[src/rtl/ctx_tlb_pkg.sv]
package ctx_tlb_pkg;

    localparam int VPN_W = 20;
    localparam int PFN_W = 20;
    localparam int CTX_W = 12;
    localparam int REG_W = 32;

    typedef logic [VPN_W-1:0] vpn_t;
    typedef logic [PFN_W-1:0] pfn_t;
    typedef logic [CTX_W-1:0] ctx_t;

    typedef struct packed {
        vpn_t vpn;
        ctx_t ctx;
        pfn_t pfn;
    } tlb_ent_t;

    typedef struct packed {
        logic valid;
        logic hit;
        pfn_t pfn;
    } tlb_rsp_t;

    function automatic ctx_t pick_ctx(input logic tag_on, input ctx_t base_ctx);
        return tag_on ? base_ctx : '0;
    endfunction

endpackage

[src/rtl/ctx_tlb_ctx.sv]
module ctx_tlb_ctx
    import ctx_tlb_pkg::*;
#(
    parameter int TAG_EN_BIT = 17
) (
    input  logic             clk,
    input  logic             rst,
    input  logic [REG_W-1:0] ctl_word,
    input  logic             base_wr_en,
    input  logic [REG_W-1:0] base_wr_data,
    output ctx_t             cur_ctx,
    output logic             flush_all
);

    ctx_t base_q;
    logic tag_on;
    logic ctl_unused;
    logic base_unused;

    assign tag_on      = ctl_word[TAG_EN_BIT];
    assign ctl_unused  = ^ctl_word;
    assign base_unused = ^base_wr_data;

    always_ff @(posedge clk) begin
        if (rst) begin
            base_q <= '0;
        end else if (base_wr_en) begin
            base_q <= base_wr_data[CTX_W-1:0];
        end
    end

    assign cur_ctx   = pick_ctx(tag_on, base_q);
    assign flush_all = base_wr_en & ~tag_on;

    // a write with tagging on makes its low bits the context
    a_r8_ctx_follows_write: assert property (@(posedge clk) disable iff (rst)
        base_wr_en && tag_on |=> tag_on |-> (cur_ctx == $past(base_wr_data[CTX_W-1:0])));

endmodule

[src/rtl/ctx_tlb_victim.sv]
module ctx_tlb_victim #(
    parameter int N     = 8,
    localparam int IDX_W = $clog2(N)
) (
    input  logic             clk,
    input  logic             rst,
    input  logic [N-1:0]     valid,
    input  logic             fill_we,
    output logic [IDX_W-1:0] victim
);

    logic [IDX_W-1:0] ptr_q;
    logic [IDX_W-1:0] first_free;
    logic             any_free;

    always_comb begin
        first_free = '0;
        any_free   = 1'b0;
        for (int i = N - 1; i >= 0; i--) begin
            if (!valid[i]) begin
                first_free = IDX_W'(i);
                any_free   = 1'b1;
            end
        end
    end

    assign victim = any_free ? first_free : ptr_q;

    always_ff @(posedge clk) begin
        if (rst) begin
            ptr_q <= '0;
        end else if (fill_we && !any_free) begin
            ptr_q <= (ptr_q == IDX_W'(N - 1)) ? '0 : ptr_q + 1'b1;
        end
    end

    // a free slot is always preferred over a live entry
    a_r9_prefer_free: assert property (@(posedge clk) disable iff (rst)
        fill_we && !(&valid) |-> !valid[victim]);

    // the pointer moves only when a full array is refilled
    a_r9_ptr_moves: assert property (@(posedge clk) disable iff (rst)
        fill_we && (&valid) |=> ptr_q != $past(ptr_q));

endmodule

[src/rtl/ctx_tlb_array.sv]
module ctx_tlb_array
    import ctx_tlb_pkg::*;
#(
    parameter int N     = 8,
    localparam int IDX_W = $clog2(N)
) (
    input  logic             clk,
    input  logic             rst,
    input  logic             flush,
    input  logic             fill_we,
    input  logic [IDX_W-1:0] fill_idx,
    input  tlb_ent_t         fill_ent,
    input  vpn_t             lk_vpn,
    input  ctx_t             cur_ctx,
    output logic [N-1:0]     valid,
    output logic             hit,
    output pfn_t             hit_pfn
);

    tlb_ent_t     ent_q [N];
    logic [N-1:0] valid_q;
    logic [N-1:0] match;

    for (genvar g = 0; g < N; g++) begin : g_match
        assign match[g] = valid_q[g] && (ent_q[g].vpn == lk_vpn) && (ent_q[g].ctx == cur_ctx);
    end

    always_comb begin
        hit_pfn = '0;
        for (int i = 0; i < N; i++) begin
            if (match[i]) hit_pfn = hit_pfn | ent_q[i].pfn;
        end
    end

    assign hit   = |match;
    assign valid = valid_q;

    always_ff @(posedge clk) begin
        if (rst) begin
            valid_q <= '0;
            for (int i = 0; i < N; i++) ent_q[i] <= '0;
        end else begin
            if (flush) valid_q <= '0;
            if (fill_we) begin
                valid_q[fill_idx] <= 1'b1;
                ent_q[fill_idx]   <= fill_ent;
            end
        end
    end

    // an untagged base write leaves nothing valid
    a_r7_flush_clears: assert property (@(posedge clk) disable iff (rst)
        flush && !fill_we |=> valid_q == '0);

    // a written entry is valid afterwards
    a_r5_fill_sets_valid: assert property (@(posedge clk) disable iff (rst)
        fill_we |=> valid_q[$past(fill_idx)]);

endmodule

[src/rtl/ctx_tlb.sv]
module ctx_tlb
    import ctx_tlb_pkg::*;
#(
    parameter int NUM_ENTRIES = 8,
    parameter int TAG_EN_BIT  = 17,
    localparam int IDX_W      = $clog2(NUM_ENTRIES)
) (
    input  logic             clk,
    input  logic             rst,
    input  logic [REG_W-1:0] ctl_word,
    input  logic             base_wr_en,
    input  logic [REG_W-1:0] base_wr_data,
    input  logic             lk_valid,
    input  logic [VPN_W-1:0] lk_vpn,
    output logic             rsp_valid,
    output logic             rsp_hit,
    output logic [PFN_W-1:0] rsp_pfn,
    output logic             fill_req,
    output logic [VPN_W-1:0] fill_vpn,
    input  logic             fill_ack,
    input  logic [PFN_W-1:0] fill_pfn
);

    ctx_t                   cur_ctx;
    logic                   flush_all;
    logic [NUM_ENTRIES-1:0] valid;
    logic                   arr_hit;
    pfn_t                   arr_pfn;
    logic [IDX_W-1:0]       victim;
    logic                   fill_take;
    tlb_ent_t               new_ent;
    tlb_rsp_t               rsp_q;
    logic                   req_q;
    vpn_t                   req_vpn_q;

    assign fill_take = req_q && fill_ack;
    assign new_ent   = '{vpn: req_vpn_q, ctx: cur_ctx, pfn: fill_pfn};

    ctx_tlb_ctx #(.TAG_EN_BIT(TAG_EN_BIT)) u_ctx (
        .clk          (clk),
        .rst          (rst),
        .ctl_word     (ctl_word),
        .base_wr_en   (base_wr_en),
        .base_wr_data (base_wr_data),
        .cur_ctx      (cur_ctx),
        .flush_all    (flush_all)
    );

    ctx_tlb_victim #(.N(NUM_ENTRIES)) u_victim (
        .clk     (clk),
        .rst     (rst),
        .valid   (valid),
        .fill_we (fill_take),
        .victim  (victim)
    );

    ctx_tlb_array #(.N(NUM_ENTRIES)) u_array (
        .clk      (clk),
        .rst      (rst),
        .flush    (flush_all),
        .fill_we  (fill_take),
        .fill_idx (victim),
        .fill_ent (new_ent),
        .lk_vpn   (lk_vpn),
        .cur_ctx  (cur_ctx),
        .valid    (valid),
        .hit      (arr_hit),
        .hit_pfn  (arr_pfn)
    );

    always_ff @(posedge clk) begin
        if (rst) begin
            rsp_q     <= '0;
            req_q     <= 1'b0;
            req_vpn_q <= '0;
        end else if (fill_take) begin
            rsp_q <= '{valid: 1'b1, hit: 1'b1, pfn: fill_pfn};
            req_q <= 1'b0;
        end else if (lk_valid) begin
            rsp_q <= '{valid: 1'b1, hit: arr_hit, pfn: arr_hit ? arr_pfn : '0};
            if (!arr_hit && !req_q) begin
                req_q     <= 1'b1;
                req_vpn_q <= lk_vpn;
            end
        end else begin
            rsp_q <= '0;
        end
    end

    assign rsp_valid = rsp_q.valid;
    assign rsp_hit   = rsp_q.hit;
    assign rsp_pfn   = rsp_q.pfn;
    assign fill_req  = req_q;
    assign fill_vpn  = req_vpn_q;

    // a hit is only ever reported inside a response
    a_r3_hit_in_rsp: assert property (@(posedge clk) disable iff (rst)
        rsp_hit |-> rsp_valid);

    // a fresh miss starts a request for the missed page
    a_r4_miss_starts_req: assert property (@(posedge clk) disable iff (rst)
        lk_valid && !fill_req && !arr_hit |=> fill_req && !rsp_hit && fill_vpn == $past(lk_vpn));

    // the request holds until the walker answers
    a_r4_req_held: assert property (@(posedge clk) disable iff (rst)
        fill_req && !fill_ack |=> fill_req && $stable(fill_vpn));

    // the walker reply owns the next response
    a_r5_fill_rsp: assert property (@(posedge clk) disable iff (rst)
        fill_req && fill_ack |=> rsp_valid && rsp_hit && !fill_req && rsp_pfn == $past(fill_pfn));

endmodule

[config.mk]
export PLATFORM = sky130hd
export DESIGN_NAME = ctx_tlb
export DESIGN_NICKNAME = d
export VERILOG_FILES = /design/src/rtl/ctx_tlb_pkg.sv /design/src/rtl/ctx_tlb_ctx.sv /design/src/rtl/ctx_tlb_victim.sv /design/src/rtl/ctx_tlb_array.sv /design/src/rtl/ctx_tlb.sv
export SDC_FILE = /design/constraint.sdc
export NUM_CORES = 1
export LEC_CHECK = 0
export CAP_MARGIN = 20
export CORE_UTILIZATION = 30
export CTS_CLUSTER_DIAMETER = 150
export DETAILED_ROUTE_END_ITERATION = 10
export DONT_BUFFER_PORTS = 1
export PLACE_DENSITY = 0.41
export RECOVER_POWER = 100
export SETUP_SLACK_MARGIN = 0.02
export SLEW_MARGIN = 40
export SYNTH_ARGS = -nofsm -noshare
export SYNTH_HDL_FRONTEND = slang
export SYNTH_SLANG_ARGS = --single-unit
[constraint.sdc]
create_clock -name clk -period 7.2 [get_ports clk]
set_clock_uncertainty 0.05 [all_clocks]
set_input_delay 1.08 -clock clk [delete_from_list [all_inputs] [get_ports clk]]
set_output_delay 1.08 -clock clk [all_outputs]
set_load 0.01 [all_outputs]
==> results.py, run 1 <==
metrics = {
    "status": {
        "outcome": "finished, violations left",
        "violations": "capacitance limit, slew limit",
    },
    "place": {
        "hpwl_um": 45710,
        "gp_congestion": 0.8111,
        "port-buffer-count": 0,
    },
    "worst_setup_path": {
        "critical_path.top_delay_family": "simple AND/OR/NAND/NOR gates",
        "critical_path_cell_count": 9,
        "ff2ff_path_depth": 9,
        "critical_path.cell_chain": "nand2_1 -> nor2_2 -> clkbuf_1 -> o21ai_0 -> nor2_4 -> nand2_1 -> clkbuf_1 -> nand2b_1 -> buf_12",
        "cp_max_fo": 29,
        "worstSetupPathType": "reg2reg",
        "end_kind": "flip-flop",
        "worstPathRequired_ps": 7430,
        "cp_slowest_cell": "nand2b_1",
        "cpPeakStageDelay_ps": 1370,
        "critical_path_buf_inv_count": 3,
        "critPathArrivalTime_ps": 5590,
        "cp-start-kind": "flip-flop",
    },
    "synthesis": {
        "synthArstFlopShare_pct": 0,
        "synth_top_cell_by_area": "edfxtp_1",
        "synth_xor_area_share_pct": 7.553,
        "syn-instance-count": 1829,
        "yosys.area.top_type_share_pct": 55.53,
        "yosys_warnings": 0,
        "syn_area_per_cell_um2": 12.30,
        "synth-edff-count": 416,
        "synthTopCellsByArea": "edfxtp_1, and3_1, dfxtp_1",
        "synth_mux_area_share_pct": 1.468,
        "synth_cell_types": 61,
        "synth_top_family_by_area": "simple AND/OR/NAND/NOR gates",
        "synth_most_common_cell": "edfxtp_1",
        "syn_nets": 1940,
        "synthAdderAreaFrac_pct": 0.1112,
        "synth-seq-cells": 482,
        "synthFlopType": "edfxtp_1",
        "netlist_area_mm2": 0.02250,
        "ys_seq_area_share_pct": 61.40,
        "synth_compound_area_share_pct": 8.493,
        "synthSimpleGateAreaFrac_pct": 17.29,
        "synth_common_cells": "edfxtp_1, and3_1, nor2_1",
    },
    "worst_hold_path": {
        "hold_depth": 2,
        "hold_class": "reg2reg",
    },
    "route": {
        "routed_wl_um": 75390,
        "vias": 14830,
        "vias_per_cell": 5.324,
        "wire_per_inst_um": 27.07,
        "final_antenna_net_count": 0,
        "drc": 0,
        "drt_iter0_markers": 1340,
        "dr.pass1.iters": 5,
    },
    "grt": {
        "overflow": 0,
        "antenna_found_initial": 3,
        "first_global_vias": 14460,
        "grt_max_degree": 113,
        "grt_usage_pct": 19.68,
        "grt_pass1_wl_um": 107300,
    },
    "floorplanning": {
        "rows": 100,
        "start_util_pct": 30.27,
        "die_x_um": 275.8,
        "dieHeight_um": 275.8,
        "num_io_pins": 152,
        "core_area_mm2": 0.07432,
        "fp.dieArea_mm2": 0.07609,
    },
    "clocking": {
        "cts.sinks": 482,
        "post_cts.repair.setup_buffers": 0,
        "clockRootBuffer": "clkbuf_16",
        "clk_path_buf_depth": 3,
        "cts-buffers-inserted": 55,
        "ctsResizeCount": 0,
        "htreeDepth": 2,
        "cts_tree": "yes",
        "cts_hold_buffers": 0,
        "clkTransAtPathRegs_ps": 60,
        "insertion_delay_ps": 600,
    },
    "cells_and_area": {
        "fillers": 7462,
        "drive_gt1_share_pct": 7.548,
        "area_growth_pct": 11.91,
        "nets": 1880,
    },
    "pwr": {
        "total_power_w": 0.006268,
        "ir_worst_vdd_v": 0.0001626,
        "p_leak_nw": 9.534,
        "power_density_mw_per_mm2": 248.9,
    },
    "sta": {
        "relSlewSlack_pct": -60.14,
        "tightest_slew_ps": 2402,
        "fin_setup_tns_ps": 0,
        "setup_violations": 0,
        "fin_crit_sh_pct": 74.47,
        "period_minus_slack_ps": 5362,
        "rsz0062_at_grt": "no",
        "hold_viol_final": 0,
        "fmax_mhz": 186.5,
        "finalMaxSlewViolations": 369,
    },
    "flow_run": {
        "max_cap_violations": 9,
    },
}
-- power breakdown --
part | switching (W) | internal, W | leakage, nW | total (W)
Combinational | 0.000221 | 0.000129 | 3.89 | 0.000350
Clock | 0.00116 | 0.00153 | 0.833 | 0.00269
Sequential | 0.000100 | 0.00313 | 4.81 | 0.00323
-- final cells by class --
| class | instances | area, µm² | share of cell area (%) |
|---|---|---|---|
| repair buffers | 39 | 369.1 | 1.466 |
| diodes | 1 | 2.502 | 0.009939 |
| flip-flops and latches | 482 | 13810 | 54.87 |
| multi-input cells | 1155 | 7949 | 31.57 |
| inverters | 36 | 135.1 | 0.5367 |
| clock inverters | 17 | 80.08 | 0.3181 |
| clock buffers | 86 | 1615 | 6.416 |
| well taps | 969 | 1212 | 4.816 |
-- metal layers --
layer,share of wire (%),vias to the layer above,track usage (%)
met4,2.2,0,5.205
met1,46,7599,27.84
met3,4.9,88,2.984
met5,0,-,0
met2,46,368,31.25
li1,-,6772,-
-- worst reg2reg max path: cells and delay by family (launching register included) --
family,cells,cell delay [ps]
AND/OR/NAND/NOR,5,1940
buffers and inverters,3,1920
flip-flops,1,560
AO/OA/AOI/OAI,1,500
-- registers in the layout, indices dropped and copies added (netlist names) --
| signal | count |
|---|---|
| rsp_pfn | 20 |
| fill_req | 1 |
| u_array.valid | 8 |
| u_victim.ptr_q | 3 |
| u_array.ent_q | 416 |
| u_ctx.base_q | 12 |
| rsp_valid | 1 |
| rsp_hit | 1 |
| fill_vpn | 20 |
-- cells by family after synthesis --
kind of cell,count (synthesis)
flip-flops,482
buffers and inverters,192
multiplexers,33
AO/OA/AOI/OAI,250
adder cells (fa/ha/maj),2
XOR/XNOR,194
AND/OR/NAND/NOR,676
-- final timing paths --
path	slack, ps	start	to
max reg2reg	1840	fill_req	u_array.ent_q[3][22]
min	430	u_array.valid[2]	u_array.valid[2]
max	1840	fill_req	u_array.ent_q[3][22]
min reg2reg	430	u_array.valid[2]	u_array.valid[2]
-- metrics by stage --
step	instance area (µm²)	setup WS, ps	utilization (%)	std cells	hold WS (ps)
after CTS	25310	3137	34.06	2783	429.7
after floorplan	22500	3521	-	1829	399.2
after detailed placement	23620	2878	31.78	2680	420.4
after global placement	23370	2713	31.45	2670	412.6
final	25180	1838	33.88	2785	429.3
after global routing	25170	1515	33.87	2784	478.0
-- layout by cell type, fill, tap and decap left out, drive strengths merged, types with 4 or more instances in the layout --
master / count
o22ai: 11
xor2: 60
o2111ai: 30
xnor2: 134
clkinv: 16
buf: 26
a22o: 21
a2111oi: 12
a21oi: 14
o21ai: 32
a222oi: 21
inv: 36
nand2: 52
a31oi: 23
nand4: 24
a2bb2oi: 20
nor4bb: 22
nor4: 23
nand3: 8
o32ai: 4
nor3: 7
dfxtp: 66
and3: 323
a22oi: 45
edfxtp: 416
clkbuf: 99
nand2b: 51
mux2i: 33
nor2: 152
No activity file was read; power rests on OpenSTA's default activity.
==> run 2, diff against run 1 <==
PLACE_DENSITY = 0.42   (was 0.41)
clock period = 4.7 ns   (was 7.2 ns; I/O delays follow)
==> run 2 against run 1 <==
- the run still ends with capacitance limit, slew limit left
- power grew 58%
- register-to-register slack lost 1200 ps
- cell area grew 1.3%
- worst setup slack lost 1200 ps
- die area is the same
- non-clock buffer count grew 22
- combinational power grew 56%
- first-iteration DRC count shrank 7.4%
- critical endpoint is now rsp_pfn[5]
- highest routed layer unchanged
==> results.py, run 2 (synthesized netlist as in run 1, its figures left out) <==
metrics = {
    "clocking": {
        "htreeDepth": 2,
        "clk_path_buf_depth": 3,
        "cts.sinks": 482,
        "post_cts.repair.setup_buffers": 0,
        "cts-buffers-inserted": 56,
        "clockRootBuffer": "clkbuf_16",
        "cts_tree": "yes",
        "cts_hold_buffers": 0,
        "insertion_delay_ps": 640,
        "clkTransAtPathRegs_ps": 60,
        "ctsResizeCount": 0,
    },
    "cells_and_area": {
        "drive_gt1_share_pct": 9.081,
        "layout_commonest_cell": "edfxtp_1",
        "mostFrequentLayoutCells": "edfxtp_1, and3_1, nor2_1",
        "nets": 1903,
        "area_growth_pct": 13.39,
        "top_register": "u_array.ent_q",
        "largest_reg_flops": 416,
    },
    "worst_setup_path": {
        "cp_max_fo": 15,
        "cp_slowest_cell": "nor3_2",
        "cpPeakStageDelay_ps": 720,
        "critical_path.cell_chain": "clkbuf_1 -> inv_1 -> a221o_1 -> nor4_1 -> nand4_1 -> nor3_2 -> buf_4 -> a222oi_1 -> o2111ai_1 -> a22o_1",
        "cp-start-kind": "flip-flop",
        "critPathArrivalTime_ps": 4550,
        "end_kind": "flip-flop",
        "worstPathRequired_ps": 5200,
        "reg2reg_slack_ps": 650,
        "worstSetupPathType": "reg2reg",
    },
    "pwr": {
        "p_leak_nw": 9.729,
        "p_seq_share_pct": 49.8,
        "p_int_w": 0.007596,
        "clockPowerShare_pct": 44.7,
        "power_density_mw_per_mm2": 388.7,
        "combPwrFrac_pct": 5.5,
        "ir_worst_vdd_v": 0.0002610,
        "switching_power_w": 0.002319,
        "p_sw_share_pct": 23.39,
    },
    "sta": {
        "rsz0062_at_grt": "no",
        "setup_ws_ps": 651.7,
        "fmax_mhz": 247.0,
        "fin_setup_tns_ps": 0,
        "fin_crit_sh_pct": 86.13,
        "hold_viol_final": 0,
        "finalMaxSlewViolations": 50,
        "tightest_slew_ps": 1794,
        "relSlewSlack_pct": -19.59,
        "period_minus_slack_ps": 4048,
        "setup_violations": 0,
    },
    "route": {
        "final_antenna_net_count": 0,
        "dr.pass1.iters": 7,
        "vias": 15000,
        "wire_per_inst_um": 27.18,
        "drt_iter0_markers": 1241,
        "vias_per_cell": 5.338,
        "drc": 0,
        "routed_wl_um": 76390,
    },
    "status": {
        "violations": "capacitance limit, slew limit",
        "outcome": "finished, violations left",
    },
    "grt": {
        "grt_max_degree": 117,
        "grt_pass1_wl_um": 107900,
        "grt_usage_pct": 19.81,
        "antenna_found_initial": 1,
        "overflow": 0,
        "first_global_vias": 14510,
    },
    "floorplanning": {
        "fp.dieArea_mm2": 0.07609,
        "core_area_mm2": 0.07432,
        "die_x_um": 275.8,
        "rows": 100,
        "num_io_pins": 152,
        "dieHeight_um": 275.8,
        "start_util_pct": 30.27,
    },
    "worst_hold_path": {
        "hold_class": "in2reg",
    },
    "flow_run": {
        "max_cap_violations": 1,
    },
    "place": {
        "port-buffer-count": 0,
        "hpwl_um": 46210,
        "dpl_worst_slack_ps": 899.8,
        "gp_congestion": 0.8080,
    },
}
run 2: cell count changes in the layout (fill, tap and decap cells not counted), moves of 3 or more:
cell | before | now
bufinv_16 | 0 | 4
clkinv_1 | 6 | 1
buf_4 | 14 | 34
clkbuf_8 | 8 | 11
run 2: worst paths after layout:
kind	start	to	cells after the start
setup reg to reg	u_ctx.base_q[3]	rsp_pfn[5]	10
hold / removal	rst	u_victim.ptr_q[1]	1
hold reg to reg	u_array.valid[2]	u_array.valid[2]	2
setup / recovery	u_ctx.base_q[3]	rsp_pfn[5]	10
run 2: metrics by stage:
| stage | total power (W) | utilization, % | cells | hold WS, ps | cell area (µm²) |
|---|---|---|---|---|---|
| 4_1_cts | 0.01002 | 34.49 | 2807 | 88.78 | 25630 |
| 6_report | 0.009915 | 34.32 | 2810 | 139.7 | 25510 |
| 3_5_place_dp | 0.005591 | 32.01 | 2702 | 412.6 | 23790 |
| 3_3_place_gp | 0.005566 | 31.79 | 2696 | 411.4 | 23620 |
| 2_1_floorplan | 0.005373 | - | 1829 | 399.2 | 22500 |
| 5_1_grt | 0.01022 | 34.32 | 2808 | 119.8 | 25500 |
run 2: worst max-delay path: cells and delay by family, from the launching register on:
kind                   cells  cell delay [ps]
AOI/OAI and AO/OA          4              920
buffers and inverters      3             1150
DFF                        1              300
and+or+nand+nor            3             1540
run 2: final cells by class:
| class | instances | area [µm²] |
|---|---|---|
| fill | 7376 | 48810 |
| tap | 969 | 1212 |
| inverter | 36 | 135.1 |
| clock buffer | 89 | 1635 |
| clock inverter | 16 | 209.0 |
| sequential | 482 | 13810 |
| antenna | 2 | 5.005 |
| multi-input combinational | 1155 | 7924 |
| timing repair buffer | 61 | 575.6 |
run 2: power groups by stage:
stage	clock network (W)	logic (W)	registers, W
2_1_floorplan	0	0.000407	0.00497
3_3_place_gp	0	0.000542	0.00502
3_5_place_dp	0	0.000564	0.00503
4_1_cts	0.00452	0.000566	0.00494
5_1_grt	0.00467	0.000592	0.00495
6_report	0.00443	0.000547	0.00494
run 2: metal layers:
layer	share of wire [%]	up-vias	global-route usage [%]	wire length [µm]
met3	6.4	95	3.680	4853
met4	2.2	0	5.220	1680
met2	47	452	31.73	35630
met5	0	-	0	0
li1	-	6798	-	-
met1	45	7655	27.38	34230
